<file path="config.mk">
export PLATFORM = sky130hd
export DESIGN_NAME = haz_fwd_unit
export DESIGN_NICKNAME = d
export VERILOG_FILES = /design/src/rtl/hfu_pkg.sv /design/src/rtl/hfu_src_decode.sv /design/src/rtl/hfu_fwd_pick.sv /design/src/rtl/hfu_load_use.sv /design/src/rtl/haz_fwd_unit.sv
export SDC_FILE = /design/constraint.sdc
export NUM_CORES = 1
export LEC_CHECK = 0
export ABC_AREA = 1
export BUFFER_PORTS_ARGS = -buffer_cell sky130_fd_sc_hd__buf_2
export CAP_MARGIN = 5
export CORE_MARGIN = 2
export CORE_UTILIZATION = 36
export CTS_CLUSTER_SIZE = 20
export DETAILED_ROUTE_END_ITERATION = 7
export GPL_TIMING_DRIVEN = 0
export PLACE_DENSITY = 0.89
export SLEW_MARGIN = 15
export SYNTH_ARGS = -nofsm -noshare
export SYNTH_HDL_FRONTEND = slang
export SYNTH_SLANG_ARGS = --single-unit
</file>
<file path="constraint.sdc">
create_clock -name clk -period 4.5 [get_ports clk]
set_input_delay 0.9 -clock clk [delete_from_list [all_inputs] [get_ports clk]]
set_output_delay 0.9 -clock clk [all_outputs]
set_load 0.05 [all_outputs]
</file>
<file path="src/rtl/hfu_pkg.sv">
// Shared widths, field positions, select encoding and field helpers for the
// hazard unit. Field positions assume a 32-bit word with the opcode on top.
package hfu_pkg;
    localparam int INSTR_W = 32;
    localparam int OPC_W   = 6;
    localparam int REG_W   = 5;
    localparam int OPC_LSB = INSTR_W - OPC_W;
    localparam int RS1_LSB = OPC_LSB - REG_W;
    localparam int RS2_LSB = RS1_LSB - REG_W;
    localparam int RD_LSB  = RS2_LSB - REG_W;

    typedef logic [REG_W-1:0] reg_idx_t;
    typedef logic [OPC_W-1:0] opc_t;

    typedef enum logic [1:0] {
        SEL_RF  = 2'b00,
        SEL_MEM = 2'b01,
        SEL_WB  = 2'b10
    } opnd_sel_e;

    typedef struct packed {
        reg_idx_t rs1;
        reg_idx_t rs2;
        logic     rs2_used;
    } src_fields_t;

    // Destination register: the third field for register-register ops, else the second.
    function automatic reg_idx_t dest_of(input logic [INSTR_W-1:0] instr, input opc_t rr_opc);
        if (instr[OPC_LSB +: OPC_W] == rr_opc)
            return instr[RD_LSB +: REG_W];
        return instr[RS2_LSB +: REG_W];
    endfunction
endpackage

</file>
<file path="src/rtl/hfu_src_decode.sv">
// Extracts the source register fields of the decode-stage instruction and
// marks whether the second field is a real source operand (register-register
// ops and stores). Assumes loads and immediates use that field as destination.
module hfu_src_decode
    import hfu_pkg::*;
#(
    parameter opc_t RR_OPC = 6'h00,
    parameter opc_t ST_OPC = 6'h2B
) (
    input  logic [INSTR_W-1:0] instr,
    output src_fields_t        fields
);
    opc_t opc;

    // Slice the fields and classify the second field by opcode.
    always_comb begin
        opc             = instr[OPC_LSB +: OPC_W];
        fields.rs1      = instr[RS1_LSB +: REG_W];
        fields.rs2      = instr[RS2_LSB +: REG_W];
        fields.rs2_used = (opc == RR_OPC) || (opc == ST_OPC);
    end
endmodule

</file>
<file path="src/rtl/hfu_fwd_pick.sv">
// Chooses the source of one ALU operand from a near (execute, becomes memory
// stage) and a far (memory, becomes write-back) producer. Register 0 and
// unused operands always read the register file; the near producer wins.
module hfu_fwd_pick
    import hfu_pkg::*;
(
    input  reg_idx_t  src,
    input  logic      src_used,
    input  reg_idx_t  near_dst,
    input  logic      near_wr,
    input  reg_idx_t  far_dst,
    input  logic      far_wr,
    output opnd_sel_e sel
);
    logic live;

    // Priority compare: nearer producer first, then the older one.
    always_comb begin
        live = src_used && (src != '0);
        if (live && near_wr && (near_dst == src))
            sel = SEL_MEM;
        else if (live && far_wr && (far_dst == src))
            sel = SEL_WB;
        else
            sel = SEL_RF;
    end
endmodule

</file>
<file path="src/rtl/hfu_load_use.sv">
// Flags a load in execute whose destination is read by the decode-stage
// instruction; such a value cannot be forwarded in time, so one stall is due.
module hfu_load_use
    import hfu_pkg::*;
(
    input  src_fields_t id_src,
    input  reg_idx_t    ex_dst,
    input  logic        ex_wr,
    input  logic        ex_load,
    output logic        stall
);
    logic hit_a, hit_b;

    // Compare the load destination with each source actually used.
    always_comb begin
        hit_a = (id_src.rs1 == ex_dst);
        hit_b = id_src.rs2_used && (id_src.rs2 == ex_dst);
        stall = ex_load && ex_wr && (ex_dst != '0) && (hit_a || hit_b);
    end
endmodule

</file>
<file path="src/rtl/haz_fwd_unit.sv">
// Hazard unit top: works out both operand selects for the decode instruction
// one cycle ahead and registers them for use in execute; raises hold and
// bubble for a load-use case. Assumes the pipeline advances every cycle it
// is not stalled and that the inserted bubble has its write flag low.
module haz_fwd_unit
    import hfu_pkg::*;
#(
    parameter opc_t RR_OPC = 6'h00,
    parameter opc_t ST_OPC = 6'h2B
) (
    input  logic               clk,
    input  logic               rst_n,
    input  logic [INSTR_W-1:0] id_instr,
    input  logic [INSTR_W-1:0] ex_instr,
    input  logic               ex_reg_wr,
    input  logic               ex_is_load,
    input  logic [INSTR_W-1:0] mem_instr,
    input  logic               mem_reg_wr,
    output logic [1:0]         fwd_a_sel,
    output logic [1:0]         fwd_b_sel,
    output logic               pc_hold,
    output logic               ex_bubble
);
    localparam int N_OPND = 2;

    src_fields_t id_src;
    reg_idx_t    ex_dst, mem_dst;
    logic        stall;
    opnd_sel_e   sel_d [N_OPND];
    opnd_sel_e   sel_q [N_OPND];

    // Destination fields of the two older instructions, by opcode class.
    always_comb begin
        ex_dst  = dest_of(ex_instr, RR_OPC);
        mem_dst = dest_of(mem_instr, RR_OPC);
    end

    hfu_src_decode #(.RR_OPC(RR_OPC), .ST_OPC(ST_OPC)) u_src (
        .instr  (id_instr),
        .fields (id_src)
    );

    hfu_load_use u_lu (
        .id_src  (id_src),
        .ex_dst  (ex_dst),
        .ex_wr   (ex_reg_wr),
        .ex_load (ex_is_load),
        .stall   (stall)
    );

    for (genvar g = 0; g < N_OPND; g++) begin : g_opnd
        hfu_fwd_pick u_pick (
            .src      ((g == 0) ? id_src.rs1 : id_src.rs2),
            .src_used ((g == 0) ? 1'b1 : id_src.rs2_used),
            .near_dst (ex_dst),
            .near_wr  (ex_reg_wr),
            .far_dst  (mem_dst),
            .far_wr   (mem_reg_wr),
            .sel      (sel_d[g])
        );

        // Carry the select into execute; a bubble reads the register file.
        always_ff @(posedge clk) begin
            if (!rst_n)
                sel_q[g] <= SEL_RF;
            else if (stall)
                sel_q[g] <= SEL_RF;
            else
                sel_q[g] <= sel_d[g];
        end
    end

    assign fwd_a_sel = sel_q[0];
    assign fwd_b_sel = sel_q[1];
    assign pc_hold   = stall;
    assign ex_bubble = stall;
endmodule

</file>
==> impl_metrics.env <==
export IMPL_synth_xor_area_share_pct=7.46
export IMPL_path_delay_family="simple AND/OR/NAND/NOR gates"
export IMPL_yosysTopAreaCell="nand2_1"
export IMPL_vias=1087
export IMPL_cts_hold_buffers_added=0
export IMPL_first_iter_violations=12
export IMPL_largestRegisters="sel_q x4"
export IMPL_ios=107
export IMPL_cts_setup_buffers=0
export IMPL_switching_share_pct=38.3
export IMPL_combPwrFrac_pct=50.0
export IMPL_synth_flop_cell="edfxtp_1"
export IMPL_hold_path_class="in2reg"
export IMPL_crit_path_top_delay_cell="buf_2"
export IMPL_fmax_ghz=0.298
export IMPL_cts_tree="yes"
export IMPL_clk_pin_slew_ns=0.04
export IMPL_required_ns=3.60
export IMPL_core_region_area_um2=2430
export IMPL_viasPerCell=4.45
export IMPL_whs_path_depth=3
export IMPL_min_period_ns=3.35
export IMPL_regMostFlops="sel_q"
export IMPL_drt_first_pass_iters=4
export IMPL_fp_dieW_um=54.2
export IMPL_cp_slowest_stage_delay_ns=0.24
export IMPL_grt_total_usage_pct=15.0
export IMPL_wl_per_cell_um=8.64
export IMPL_io_buffers=58
export IMPL_mappedNetlistArea_um2=906
export IMPL_yosys_top_cells_area="nand2_1 (15%), edfxtp_1 (13%), inv_1 (12%)"
export IMPL_p_int_w=0.000111
export IMPL_ant_nets=0
export IMPL_crit_chain="buf_2 -> nor2_4 -> nand3_4 -> nand2_2 -> nand2_2 -> nand2_1 -> nand2_1 -> nor2_1 -> nand4_1 -> nand2_1 -> nand2_2 -> inv_1 -> buf_4 -> buf_2"
export IMPL_cap_viol_max_count=0
export IMPL_clock_path_buffers=2
export IMPL_nNetsFinal=317
export IMPL_drive_above_1_share_pct=42.1
export IMPL_pwr_share_seq_pct=24.1
export IMPL_p_leak_nw=0.737
export IMPL_synth_adder_area_share_pct=0
export IMPL_htreeDepth=1
export IMPL_path_max_fanout=7
export IMPL_clock_sinks=4
export IMPL_ys_types=29
export IMPL_start_util_pct=37.2
export IMPL_rows=18
export IMPL_p_sw_w=0.0000692
export IMPL_finalHoldViolCount=0
export IMPL_cts_root_buf="clkbuf_4"
export IMPL_cts_resized=0
export IMPL_synthArstFlopShare_pct=0
export IMPL_setup_worst_path_class="in2out"
export IMPL_ys_warnings_count=0
export IMPL_cp_end_kind="output pin"
export IMPL_setup_viol=0
export IMPL_startpoint_type="input pin"
export IMPL_die_area_um2=2930
export IMPL_hpwl_um=1870
export IMPL_cts_buffers=3
export IMPL_gp_congestion=0.844
export IMPL_largest_register_ffs=4
export IMPL_synthSimpleGateAreaFrac_pct=55.4
export IMPL_grt_pass1_vias=827
export IMPL_syn_inst=150
export IMPL_tns_ns=0
export IMPL_yosys_register_bits=4
export IMPL_grt_ovfl_total=0
export IMPL_synth_compound_area_share_pct=10.6
export IMPL_yosysMostFrequentCell="nand2_1"
export IMPL_dp_slack_ns=1.14
export IMPL_cp_num_buf_inv=4
export IMPL_synth_mux_area_share_pct=0
export IMPL_syn_to_final_growth_pct=39.9
export IMPL_min_delay_start="rst_n"
export IMPL_run_status="finished, final reports clean"
export IMPL_critPathArrivalTime_ns=2.45
export IMPL_holdPathEnd="sel_q[1][0]"
export IMPL_grt_max_degree=11
export IMPL_diodes=0
export IMPL_route_detailed_drc=0
export IMPL_wirelength_um=2110
export IMPL_power_density_nw_per_um2=143
export IMPL_p_clk_share_pct=25.9
export IMPL_seq_area_frac_synth_pct=13.3
export IMPL_grt_first_pass_wirelength_um=3280
export IMPL_avgSynthCellArea_um2=6.04
export IMPL_antenna_found_initial=0
export IMPL_rsz0062_at_grt="no"
export IMPL_synth_top_family_by_area="simple AND/OR/NAND/NOR gates"
export IMPL_period_share_pct=74.5
export IMPL_synth_top_area_share_pct=14.9
export IMPL_die_h_um=54.2
export IMPL_setup_ws_ns=1.15
export IMPL_ir_worst_vdd_mv=0.107
export IMPL_yosys_top_cells_count="nand2_1 (36), inv_1 (28), nand3_1 (12)"
export IMPL_synth_edff_count=4
export IMPL_final_max_slew_viol_count=0
-- power by group through the flow --
| stage | logic, W | registers [W] | clock network (W) |
|---|---|---|---|
| 6_report | 0.0000903 | 0.0000435 | 0.0000468 |
| 4_1_cts | 0.0000907 | 0.0000436 | 0.0000475 |
| 3_3_place_gp | 0.0000890 | 0.0000440 | 0 |
| 3_5_place_dp | 0.0000904 | 0.0000441 | 0 |
| 5_1_grt | 0.000102 | 0.0000438 | 0.0000485 |
| 2_1_floorplan | 0.0000471 | 0.0000515 | 0 |
-- final cells by class --
class                           count  area (µm²)
Clock buffer                        3        22.5
Tap cell                           30        37.5
Inverter                           29         109
Sequential cell                     4         120
Fill cell                         259        1160
Buffer                              1        7.51
Multi-Input combinational cell    119         681
Timing Repair Buffer               58         290
-- layer usage --
layer / track usage (%) / part of all wire (%) / vias to the layer above
li1: - / - / 610
met3: 0.833 / 5.1 / 2
met4: 6.25 / 0.90 / 0
met2: 25.9 / 52 / 28
met1: 19.2 / 42 / 447
met5: 0 / 0 / -
-- how the worst max path moves through the flow --
stage	slack, ns	endpoint	depth (start not counted)	startpoint
CTS	1.14	pc_hold	14	ex_instr[29]
global placement	1.17	pc_hold	14	ex_instr[29]
finish	1.15	pc_hold	14	ex_instr[29]
global route	0.93	pc_hold	14	ex_instr[28]
detailed placement	1.14	pc_hold	14	ex_instr[29]
floorplan	1.17	pc_hold	11	ex_instr[29]
-- stage by stage --
stage	hold slack, ns	util (%)	instance area (µm²)	instances	power, W
after floorplan	1.12	-	917	153	0.0000986
after global placement	1.25	51.2	1240	241	0.000133
after detailed placement	1.25	51.2	1240	241	0.000135
after CTS	1.00	52.1	1270	244	0.000182
after global routing	1.02	52.1	1270	244	0.000194
final	1.00	52.1	1270	244	0.000181
-- logic make-up (layout without fill, tap and decap cells) --
| logic type | count (synthesis) | in the layout |
|---|---|---|
| other | 1 | 4 |
| flip-flops | 4 | 4 |
| XOR/XNOR | 6 | 6 |
| AO/OA/AOI/OAI | 15 | 15 |
| AND/OR/NAND/NOR | 94 | 94 |
| buffers and inverters | 30 | 91 |
-- cell usage in the layout, fill, tap and decap left out, drive strengths merged --
cell type and n:
nand2 45, xor2 5, nor4 1, nor2 19, nand3 14, buf 59
o21ai 11, a21oi 3, edfxtp 4, xnor2 1, nand3b 1, conb 4
or2 2, o211ai 1, nand4 10, nor3 2, clkbuf 3, inv 29
-- tightest hold or removal path, cell delays in order --
cell     delay [ns]
buf_2          0.10
nand2_4        0.07
nor2_2         0.07
No activity file was read; power rests on OpenSTA's default activity.
